### src/rtl/ilk_pkg.sv
package ilk_pkg;

    typedef enum logic [1:0] {
        BUS_IDLE  = 2'd0,
        BUS_SHORT = 2'd1,
        BUS_LONG  = 2'd2
    } bus_owner_e;

    function automatic bus_owner_e pick_owner(input logic req_short, input logic req_long);
        if (req_short)     return BUS_SHORT;
        else if (req_long) return BUS_LONG;
        else               return BUS_IDLE;
    endfunction

endpackage

### src/rtl/ilk_cbus_arb.sv
module ilk_cbus_arb
    import ilk_pkg::*;
#(
    parameter int REG_AW = 3
) (
    input  logic              clk,
    input  logic              rst_n,
    input  logic              req_short,
    input  logic [REG_AW-1:0] addr_short,
    input  logic              req_long,
    input  logic [REG_AW-1:0] addr_long,
    output logic              gnt_short,
    output logic              gnt_long,
    output logic              bus_vld,
    output logic [REG_AW-1:0] bus_addr
);

    bus_owner_e owner;

    always_comb begin
        owner     = pick_owner(req_short, req_long);
        gnt_short = (owner == BUS_SHORT);
        gnt_long  = (owner == BUS_LONG);
        bus_vld   = (owner != BUS_IDLE);
        bus_addr  = (owner == BUS_LONG) ? addr_long : addr_short;
    end

    // the short pipe is never refused
    assert_short_priority_R2: assert property (@(posedge clk) disable iff (!rst_n)
        req_short |-> (gnt_short && !gnt_long));

    // a lone long request is granted
    assert_long_alone_R2: assert property (@(posedge clk) disable iff (!rst_n)
        (req_long && !req_short) |-> gnt_long);

endmodule

### src/rtl/ilk_scoreboard.sv
module ilk_scoreboard #(
    parameter int NUM_REGS = 8,
    parameter int REG_AW   = 3,
    parameter int NUM_CHK  = 2
) (
    input  logic                           clk,
    input  logic                           rst_n,
    input  logic                           set_en,
    input  logic [REG_AW-1:0]              set_addr,
    input  logic                           clr_en,
    input  logic [REG_AW-1:0]              clr_addr,
    input  logic                           bus_vld,
    input  logic [REG_AW-1:0]              bus_addr,
    input  logic [NUM_CHK-1:0]             chk_vld,
    input  logic [NUM_CHK-1:0][REG_AW-1:0] chk_src,
    input  logic [NUM_CHK-1:0][REG_AW-1:0] chk_dst,
    output logic [NUM_CHK-1:0]             hazard,
    output logic [NUM_REGS-1:0]            bits
);

    logic [NUM_REGS-1:0] scb_d, scb_q;

    always_comb begin
        scb_d = scb_q;
        if (clr_en) scb_d[clr_addr] = 1'b0;
        if (set_en) scb_d[set_addr] = 1'b1;
    end

    always_ff @(posedge clk) begin
        if (!rst_n) scb_q <= '0;
        else        scb_q <= scb_d;
    end

    for (genvar q = 0; q < NUM_CHK; q++) begin : g_chk
        logic src_busy, dst_busy;
        always_comb begin
            src_busy  = scb_q[chk_src[q]] && !(bus_vld && (bus_addr == chk_src[q]));
            dst_busy  = scb_q[chk_dst[q]] && !(bus_vld && (bus_addr == chk_dst[q]));
            hazard[q] = chk_vld[q] && (src_busy || dst_busy);
        end
    end

    assign bits = scb_q;

    // an issued destination is marked outstanding on the next cycle
    assert_sb_set_R9: assert property (@(posedge clk) disable iff (!rst_n)
        set_en |=> scb_q[$past(set_addr)]);

    // a completed register is released unless reissued in the same cycle
    assert_sb_clear_R9: assert property (@(posedge clk) disable iff (!rst_n)
        (clr_en && !(set_en && (set_addr == clr_addr))) |=> !scb_q[$past(clr_addr)]);

endmodule

### src/rtl/twin_pipe_interlock.sv
module twin_pipe_interlock #(
    parameter  int NUM_REGS   = 8,
    parameter  int LONG_DEPTH = 4,
    localparam int REG_AW     = $clog2(NUM_REGS)
) (
    input  logic                  clk,
    input  logic                  rst_n,
    input  logic                  feed_valid_l,
    input  logic [REG_AW-1:0]     feed_src_l,
    input  logic [REG_AW-1:0]     feed_dst_l,
    input  logic                  feed_valid_s,
    input  logic [REG_AW-1:0]     feed_src_s,
    input  logic [REG_AW-1:0]     feed_dst_s,
    input  logic                  wait_state,
    output logic                  feed_ready,
    output logic                  cbus_valid,
    output logic [REG_AW-1:0]     cbus_addr,
    output logic                  cbus_long,
    output logic [LONG_DEPTH-1:0] moe_long,
    output logic [1:0]            moe_short,
    output logic [LONG_DEPTH-1:0] rtm_long,
    output logic [1:0]            rtm_short,
    output logic [NUM_REGS-1:0]   scb_bits
);

    localparam int LAST = LONG_DEPTH - 1;

    typedef struct packed {
        logic              vld;
        logic [REG_AW-1:0] dst;
    } slot_t;

    typedef struct packed {
        logic              vld;
        logic [REG_AW-1:0] src;
        logic [REG_AW-1:0] dst;
    } iss_t;

    typedef struct packed {
        iss_t                   il;
        iss_t                   is;
        slot_t [LAST:1]         lp;
        slot_t                  s2;
    } state_t;

    state_t st_d, st_q;

    logic              gnt_s, gnt_l, bus_vld;
    logic [REG_AW-1:0] bus_addr;
    logic [1:0]        hz;
    logic              stall_l, stall_s, issue_go;

    ilk_cbus_arb #(.REG_AW(REG_AW)) i_arb (
        .clk        (clk),
        .rst_n      (rst_n),
        .req_short  (st_q.s2.vld),
        .addr_short (st_q.s2.dst),
        .req_long   (st_q.lp[LAST].vld),
        .addr_long  (st_q.lp[LAST].dst),
        .gnt_short  (gnt_s),
        .gnt_long   (gnt_l),
        .bus_vld    (bus_vld),
        .bus_addr   (bus_addr)
    );

    ilk_scoreboard #(.NUM_REGS(NUM_REGS), .REG_AW(REG_AW), .NUM_CHK(2)) i_scb (
        .clk      (clk),
        .rst_n    (rst_n),
        .set_en   (st_q.il.vld && issue_go),
        .set_addr (st_q.il.dst),
        .clr_en   (gnt_l),
        .clr_addr (bus_addr),
        .bus_vld  (bus_vld),
        .bus_addr (bus_addr),
        .chk_vld  ({st_q.is.vld, st_q.il.vld}),
        .chk_src  ({st_q.is.src, st_q.il.src}),
        .chk_dst  ({st_q.is.dst, st_q.il.dst}),
        .hazard   (hz),
        .bits     (scb_bits)
    );

    // moving-or-empty flags, evaluated from the completion end backwards
    always_comb begin
        moe_long       = '0;
        moe_long[LAST] = !(st_q.lp[LAST].vld && !gnt_l);
        for (int i = LAST - 1; i >= 1; i--)
            moe_long[i] = !(st_q.lp[i].vld && !moe_long[i+1]);
        moe_short[1] = !(st_q.s2.vld && !gnt_s);
        // per-slot stall causes without the lock-step cross term
        stall_l = (st_q.il.vld && !moe_long[1]) || wait_state || hz[0];
        stall_s = (st_q.is.vld && !moe_short[1]) || hz[1];
        issue_go     = !(stall_l || stall_s);
        moe_long[0]  = issue_go;
        moe_short[0] = issue_go;
    end

    // next-state computation
    always_comb begin
        st_d = st_q;
        if (issue_go) begin
            st_d.il = '{vld: feed_valid_l, src: feed_src_l, dst: feed_dst_l};
            st_d.is = '{vld: feed_valid_s, src: feed_src_s, dst: feed_dst_s};
        end
        if (moe_long[1])
            st_d.lp[1] = '{vld: st_q.il.vld && issue_go, dst: st_q.il.dst};
        for (int i = 2; i <= LAST; i++) begin
            if (moe_long[i])
                st_d.lp[i] = '{vld: st_q.lp[i-1].vld && moe_long[i-1], dst: st_q.lp[i-1].dst};
        end
        if (moe_short[1])
            st_d.s2 = '{vld: st_q.is.vld && issue_go, dst: st_q.is.dst};
    end

    always_ff @(posedge clk) begin
        if (!rst_n) st_q <= '0;
        else        st_q <= st_d;
    end

    always_comb begin
        rtm_long = '0;
        rtm_long[0] = st_q.il.vld;
        for (int i = 1; i <= LAST; i++) rtm_long[i] = st_q.lp[i].vld;
        rtm_short = {st_q.s2.vld, st_q.is.vld};
    end

    assign feed_ready = issue_go;
    assign cbus_valid = bus_vld;
    assign cbus_addr  = bus_addr;
    assign cbus_long  = gnt_l;

    // wait state always blocks issue
    assert_wait_blocks_R6: assert property (@(posedge clk) disable iff (!rst_n)
        wait_state |-> !feed_ready);

    // a held issue stage keeps both slots
    assert_issue_hold_R10: assert property (@(posedge clk) disable iff (!rst_n)
        !feed_ready |=> ($stable(st_q.il) && $stable(st_q.is)));

    for (genvar g = 1; g <= LAST; g++) begin : g_stage_chk
        // a blocked occupied stage keeps its entry
        assert_stage_hold_R10: assert property (@(posedge clk) disable iff (!rst_n)
            (st_q.lp[g].vld && !moe_long[g]) |=> (st_q.lp[g].vld && $stable(st_q.lp[g].dst)));
        // an empty stage never blocks its predecessor
        assert_empty_moves_R8: assert property (@(posedge clk) disable iff (!rst_n)
            !rtm_long[g] |-> moe_long[g]);
    end

endmodule

### config.mk
export PLATFORM = sky130hd
export DESIGN_NAME = twin_pipe_interlock
export DESIGN_NICKNAME = d
export VERILOG_FILES = /design/src/rtl/ilk_pkg.sv /design/src/rtl/ilk_cbus_arb.sv /design/src/rtl/ilk_scoreboard.sv /design/src/rtl/twin_pipe_interlock.sv
export SDC_FILE = /design/constraint.sdc
export NUM_CORES = 1
export LEC_CHECK = 0
export CAP_MARGIN = 20
export CORE_MARGIN = 2
export CORE_UTILIZATION = 40
export CTS_CLUSTER_SIZE = 14
export DETAILED_ROUTE_END_ITERATION = 12
export HOLD_SLACK_MARGIN = 0.03
export PLACE_DENSITY = 0.75
export SLEW_MARGIN = 5
export SYNTH_ARGS = -nofsm -noshare
export SYNTH_HDL_FRONTEND = slang
export SYNTH_HIERARCHICAL = 1
export SYNTH_SLANG_ARGS = --single-unit
### constraint.sdc
create_clock -name clk -period 3.3 [get_ports clk]
set_input_delay 0.825 -clock clk [delete_from_list [all_inputs] [get_ports clk]]
set_output_delay 0.825 -clock clk [all_outputs]
set_load 0.02 [all_outputs]
# Word level (Yosys, flattened, before mapping)
# Index checks and enable logic that the tools add are counted.
# totals
reg_bits	38
input_bits	17
output_inout_bits	26
word_cells	88
# classes
n_lt_le_gt_ge	7
eq_ne	6
mux	17
n_bitwise	3
n_reduce_logical	40
# op_table
operator	n
1-bit logical AND	22
3-bit by 4-bit less-than comparator with 1-bit output (second input constant)	5
8-bit two-way mux	2
1-bit binary-select mux with 3-bit select	4
3-bit == test	4
1-bit zero test	11
8-bit bitwise AND	1
8-bit inverter	1
8-bit bitwise OR	1
1-bit demux with 3-bit select	2
3-bit by 1-bit greater-or-equal comparator with 1-bit output (second input constant)	2
1-bit logical OR	6
1-bit two-way mux	6
2-bit two-way mux	2
3-bit two-way mux	1
2-bit by 1-bit == test with 1-bit output (second input constant)	1
2-bit == test (second input constant)	1
2-bit nonzero test	1

# Logic depth before layout (Yosys ltp)
# logic_depth
ltp_word	15
mapped_depth	12
depth_no_buf	11

# Cells and area by module
# The synthesis kept the hierarchy.
# modules_own_cells
module	n_inst	cells_per_inst	area_per_inst_um2	seq_area_each_um2
twin_pipe_interlock	1	136	1285.0	600.6
ilk_scoreboard	1	97	804.5	160.2
ilk_cbus_arb	1	6	68.8	0.0

# Least setup slack after synthesis
# OpenSTA, ideal clock, no wires.
# synth_path
path_kind	reg-to-output
from	reg st_q (netlist bit rtm_long[3])
to	out moe_long[0]
arrival_time_ps	2613
t_required_ps	2475
slack_ps	-138
path_stages_with_launch	13
n_path_buf	4
path_cell_list	dfxtp_1 > nor2b_4 > mux2_4 > buf_2 > xnor2_1 > nand4_1 > nand3_1 > o22ai_1 > a2111oi_4 > and2_1 > buf_6 > buf_12 > buf_4
# synth_between
elab_chain_cells	13
word_cells_on_any_way	39
cone_classes	eq/ne (6); mux (3); reduce/logical (30)
# synth_rtl
item	line	text
from (decl)	twin_pipe_interlock.sv:46	state_t st_d, st_q;
from (signal assigned)	twin_pipe_interlock.sv:116	else st_q <= st_d;
2-bit two-way mux *	ilk_pkg.sv:11	else if (req_long) return BUS_LONG;
2-bit two-way mux *	ilk_pkg.sv:10	if (req_short) return BUS_SHORT;
2-bit == test *	ilk_cbus_arb.sv:23	gnt_long = (owner == BUS_LONG);
net cbus_long	twin_pipe_interlock.sv:18	output logic cbus_long,
3-bit two-way mux *	ilk_cbus_arb.sv:25	bus_addr = (owner == BUS_LONG) ? addr_long : addr_short;
net cbus_addr[1]	twin_pipe_interlock.sv:17	output logic [REG_AW-1:0] cbus_addr,
3-bit == test, on equally long branches	ilk_scoreboard.sv:37, ilk_scoreboard.sv:38	
1-bit logical AND, on equally long branches	ilk_scoreboard.sv:37, ilk_scoreboard.sv:38	
1-bit zero test, on equally long branches	ilk_scoreboard.sv:37, ilk_scoreboard.sv:38	
1-bit logical AND, on equally long branches	ilk_scoreboard.sv:37, ilk_scoreboard.sv:38	
1-bit logical OR *	ilk_scoreboard.sv:39	hazard[q] = chk_vld[q] && (src_busy || dst_busy);
1-bit logical AND *	ilk_scoreboard.sv:39	
net hz[1]	twin_pipe_interlock.sv:50	logic [1:0] hz;
1-bit logical OR *	twin_pipe_interlock.sv:91	stall_s = (st_q.is.vld && !moe_short[1]) || hz[1];
1-bit logical OR *	twin_pipe_interlock.sv:92	issue_go = !(stall_l || stall_s);
1-bit zero test *	twin_pipe_interlock.sv:92	
to (decl)	twin_pipe_interlock.sv:19	output logic [LONG_DEPTH-1:0] moe_long,
# The timed path passes the listed nets; every way through them passes the cells marked *.

# Worst setup path after layout
# layout_path
from	reg st_q (netlist bit rtm_long[3])
to	out feed_ready
# layout_between
elab_chain_cells	13
word_cells_on_any_way	39
cone_classes	eq/ne (6); mux (3); reduce/logical (30)
# layout_rtl
item	line	text
2-bit two-way mux *	ilk_pkg.sv:11	
2-bit two-way mux *	ilk_pkg.sv:10	
2-bit == test	ilk_cbus_arb.sv:25	
3-bit two-way mux	ilk_cbus_arb.sv:25	
3-bit == test, on equally long branches	ilk_scoreboard.sv:37, ilk_scoreboard.sv:38	
1-bit logical AND, on equally long branches	ilk_scoreboard.sv:37, ilk_scoreboard.sv:38	
1-bit zero test, on equally long branches	ilk_scoreboard.sv:37, ilk_scoreboard.sv:38	
1-bit logical AND, on equally long branches	ilk_scoreboard.sv:37, ilk_scoreboard.sv:38	
1-bit logical OR *	ilk_scoreboard.sv:39	
1-bit logical AND *	ilk_scoreboard.sv:39	
net hz[1]	twin_pipe_interlock.sv:50	
1-bit logical OR *	twin_pipe_interlock.sv:91	
1-bit logical OR *	twin_pipe_interlock.sv:92	
1-bit zero test *	twin_pipe_interlock.sv:92	
to (decl)	twin_pipe_interlock.sv:15	output logic feed_ready,
# Marked as above.

==> impl_metrics.tcl <==
set metrics [dict create \
    status "finished clean" \
    crit_fanout 5 \
    die-area_um2 6000 \
    grt_max_degree 33 \
    max_slew_margin_pct 72.4 \
    p_sw_share_pct 30.9 \
    fp.coreArea_um2 5170 \
    holdBufCountCts 0 \
    wl_per_cell_um 16.2 \
    rr_endpoint "i_scb/bits[4]" \
    boundaryPins 43 \
    drive_gt1_share_pct 22.4 \
    seq_area_um2 762 \
    critPathLaunchType "flip-flop" \
    fill_cells 445 \
    clkLatencyLatePin_ns 0.30 \
    r2r_start "rtm_long[3]" \
    yosysWarnings 6 \
    overflow 0 \
    critPathArrivalTime_ns 2.47 \
    vias 1950 \
    internal_power_mw 0.833 \
    min_path_type "flip-flop to flip-flop" \
    p_comb_share_pct 27.1 \
    area_growth_pct 36.0 \
    synth_cells 239 \
    ys_seq_elements 38 \
    synth_cell_types 34 \
    cp.required_ns 2.47 \
    power.switching_mw 0.372 \
    netlist_area_um2 2160 \
    critPathKind "flip-flop to primary output" \
    cts_buffer_depth 2 \
    clock-root-buffer "clkbuf_8" \
    post-place-cells 352 \
    whs_path_depth 2 \
    place_congestion 0.892 \
    worstHoldStart "st_q[8]" \
    rrSetupSlack_ns 0.42 \
    cts-buffers-inserted 5 \
    syn-num-nets 256 \
    die_h_um 77.5 \
    drv_cap 0 \
    drt_wl_total_um 5910 \
    syn_avg_cell_area_um2 9.03 \
    multi_input_area_um2 1330 \
    drt_pass1_iterations 5 \
    grt_util_all_layers_pct 18.9 \
    final_cells 365 \
    reg2reg_depth 12 \
    peakVddDrop_v 0.000185 \
    die_w_um 77.5 \
    finalClockSkew_ns 0.00797 \
    viasPerCell 5.34 \
    finalSetupViolations 0 \
    diodes 0 \
    end_kind "primary output" \
    final_util_pct 56.7 \
    port_buffers 42 \
    leakage_nw 1.11 \
    pwr-share-clk_pct 28.3 \
    hold_viol 0 \
    nets 311 \
    hold_end "st_q[8]" \
    drc 0 \
    cts_tree "built" \
    power-per-cell-area_nw_per_um2 410 \
    worst_pin_slew_ns 0.413 \
    cts.reportedPaths.clkPinSlew_ns 0.08 \
    max_freq_ghz 0.303 \
    antenna_found_initial 0 \
    ys_seq_area_share_pct 35.2 \
    initial_core_util_pct 41.7 \
    grt_pass1_vias 1800 \
    drtIter0Drc 112 \
    rsz0062_at_grt "yes" \
    ant_nets 0 \
    period_minus_slack_ns 3.30 \
    rows 26 \
    min_period_over_period_pct 99.9 \
    grt_pass1_wl_um 8860 \
    seq_power_share_pct 44.5 \
    final-max-slew-violation-count 0 \
    clock_sinks 38 \
    place.detailed.hpwl_um 4030 \
    htree_levels 2 \
]
[worst max-delay path by stage]
stage,from,end,slack [ns]
3_3_place_gp,rtm_long[3],feed_ready,-0.07
5_1_grt,rtm_long[3],feed_ready,-0.08
6_report,rtm_long[3],feed_ready,0.002
3_5_place_dp,rtm_long[3],moe_short[0],-0.18
4_1_cts,rtm_long[3],moe_short[0],0.05
2_1_floorplan,rtm_long[3],moe_long[0],-0.05
[Yosys cell counts, drive strengths merged]
master	instances	area share [%]
nor2	3	0.52
a2111oi	1	1.3
xnor2	12	4.9
o31ai	2	0.70
o22ai	2	0.58
mux2	5	3.1
o21ai	7	1.6
and3	1	0.35
dfxtp	38	35
inv	5	0.87
and2	1	0.29
o311ai	2	0.81
mux4	2	2.1
or2	1	0.29
a21boi	16	5.6
o21a	1	0.35
clkbuf	11	2.1
nand2	43	7.5
and3b	1	0.41
nor2b	12	4.2
a22o	1	0.46
buf	12	4.8
mux2i	29	13
a21oi	1	0.23
nand2b	4	1.2
nand3	13	3.0
nand4	7	2.0
nand3b	6	2.1
[routing by layer]
metal	GRT usage (%)	wire [um]	vias up	share of wire, %
li1	-	-	919	-
met1	24.1	2580	926	44
met2	30.0	2790	81	47
met3	5.12	355	24	6.0
met4	8.57	189	0	3.2
met5	0	0	-	0
[through the flow]
step | TNS, ns | total power, mW | area [um2] | hold slack, ns | setup slack (ns)
floorplan | -0.0906 | 0.748 | 2220 | 0.437 | -0.0453
detailed placement | -0.529 | 0.838 | 2720 | 0.456 | -0.180
global route | -0.234 | 1.25 | 2940 | 0.484 | -0.0801
global placement | -0.216 | 0.833 | 2720 | 0.451 | -0.0730
CTS | 0 | 1.17 | 2820 | 0.466 | 0.0519
finish | 0 | 1.20 | 2940 | 0.463 | 0.00199
[cell families after synthesis]
group | share of synthesized area, %
simple gates | 21.8
flops | 35.2
mux | 18.7
compound gates | 11.6
buf+inv | 7.83
xor+xnor | 4.87
[power by group through the flow]
stage                     registers (mW)  logic, mW  clock network [mW]
after floorplan                    0.535      0.213                   0
final                              0.536      0.327               0.341
after global placement             0.540      0.293                   0
after detailed placement           0.542      0.296                   0
after CTS                          0.532      0.295               0.345
after global routing               0.540      0.349               0.358
[placed cells by master, fill, tap and decap left out, drive strengths merged, types with 2 or more instances in the layout]
| cell | n |
|---|---|
| nand2b | 4 |
| nor2b | 12 |
| nor2 | 3 |
| dfxtp | 38 |
| o21ai | 7 |
| mux2 | 5 |
| mux2i | 29 |
| clkdlybuf4s50 | 39 |
| nand4 | 7 |
| inv | 5 |
| nand3 | 13 |
| o311ai | 2 |
| clkbuf | 6 |
| o22ai | 2 |
| mux4 | 2 |
| buf | 32 |
| nand2 | 43 |
| nand3b | 6 |
| a21boi | 16 |
| xnor2 | 12 |
| o31ai | 2 |
[worst max-delay path: stages, from the launching register on]
cell and delay, ns:
dfxtp_2 0.33, nor2b_4 0.23, mux2_4 0.38, xnor2_2 0.18
nand4_1 0.13, nand3_1 0.11, o22ai_2 0.10, a2111oi_4 0.31
and2_4 0.25, buf_6 0.13
[sequential cells by signal, indices dropped and copies added, names as in the netlist]
name	flops
i_scb/bits	8
rtm_short	2
st_q	24
rtm_long	4
[area by class of cell]
cell class                      instances  area share, %
Sequential cell                        38           26.0
Clock inverter                          2          0.426
Tap cell                               70           2.98
Timing Repair Buffer                   71           22.0
Inverter                                5          0.639
Clock buffer                            6           2.81
Multi-Input combinational cell        173           45.2
[repair_timing]
action                     4_1_cts  5_1_grt
gates resized for setup         14       17
pin swaps                        2        9
buffers inserted                 2        3
setup endpoints to repair        3        3
hold endpoints to repair         0        0
No activity file was read; power rests on OpenSTA's default activity.
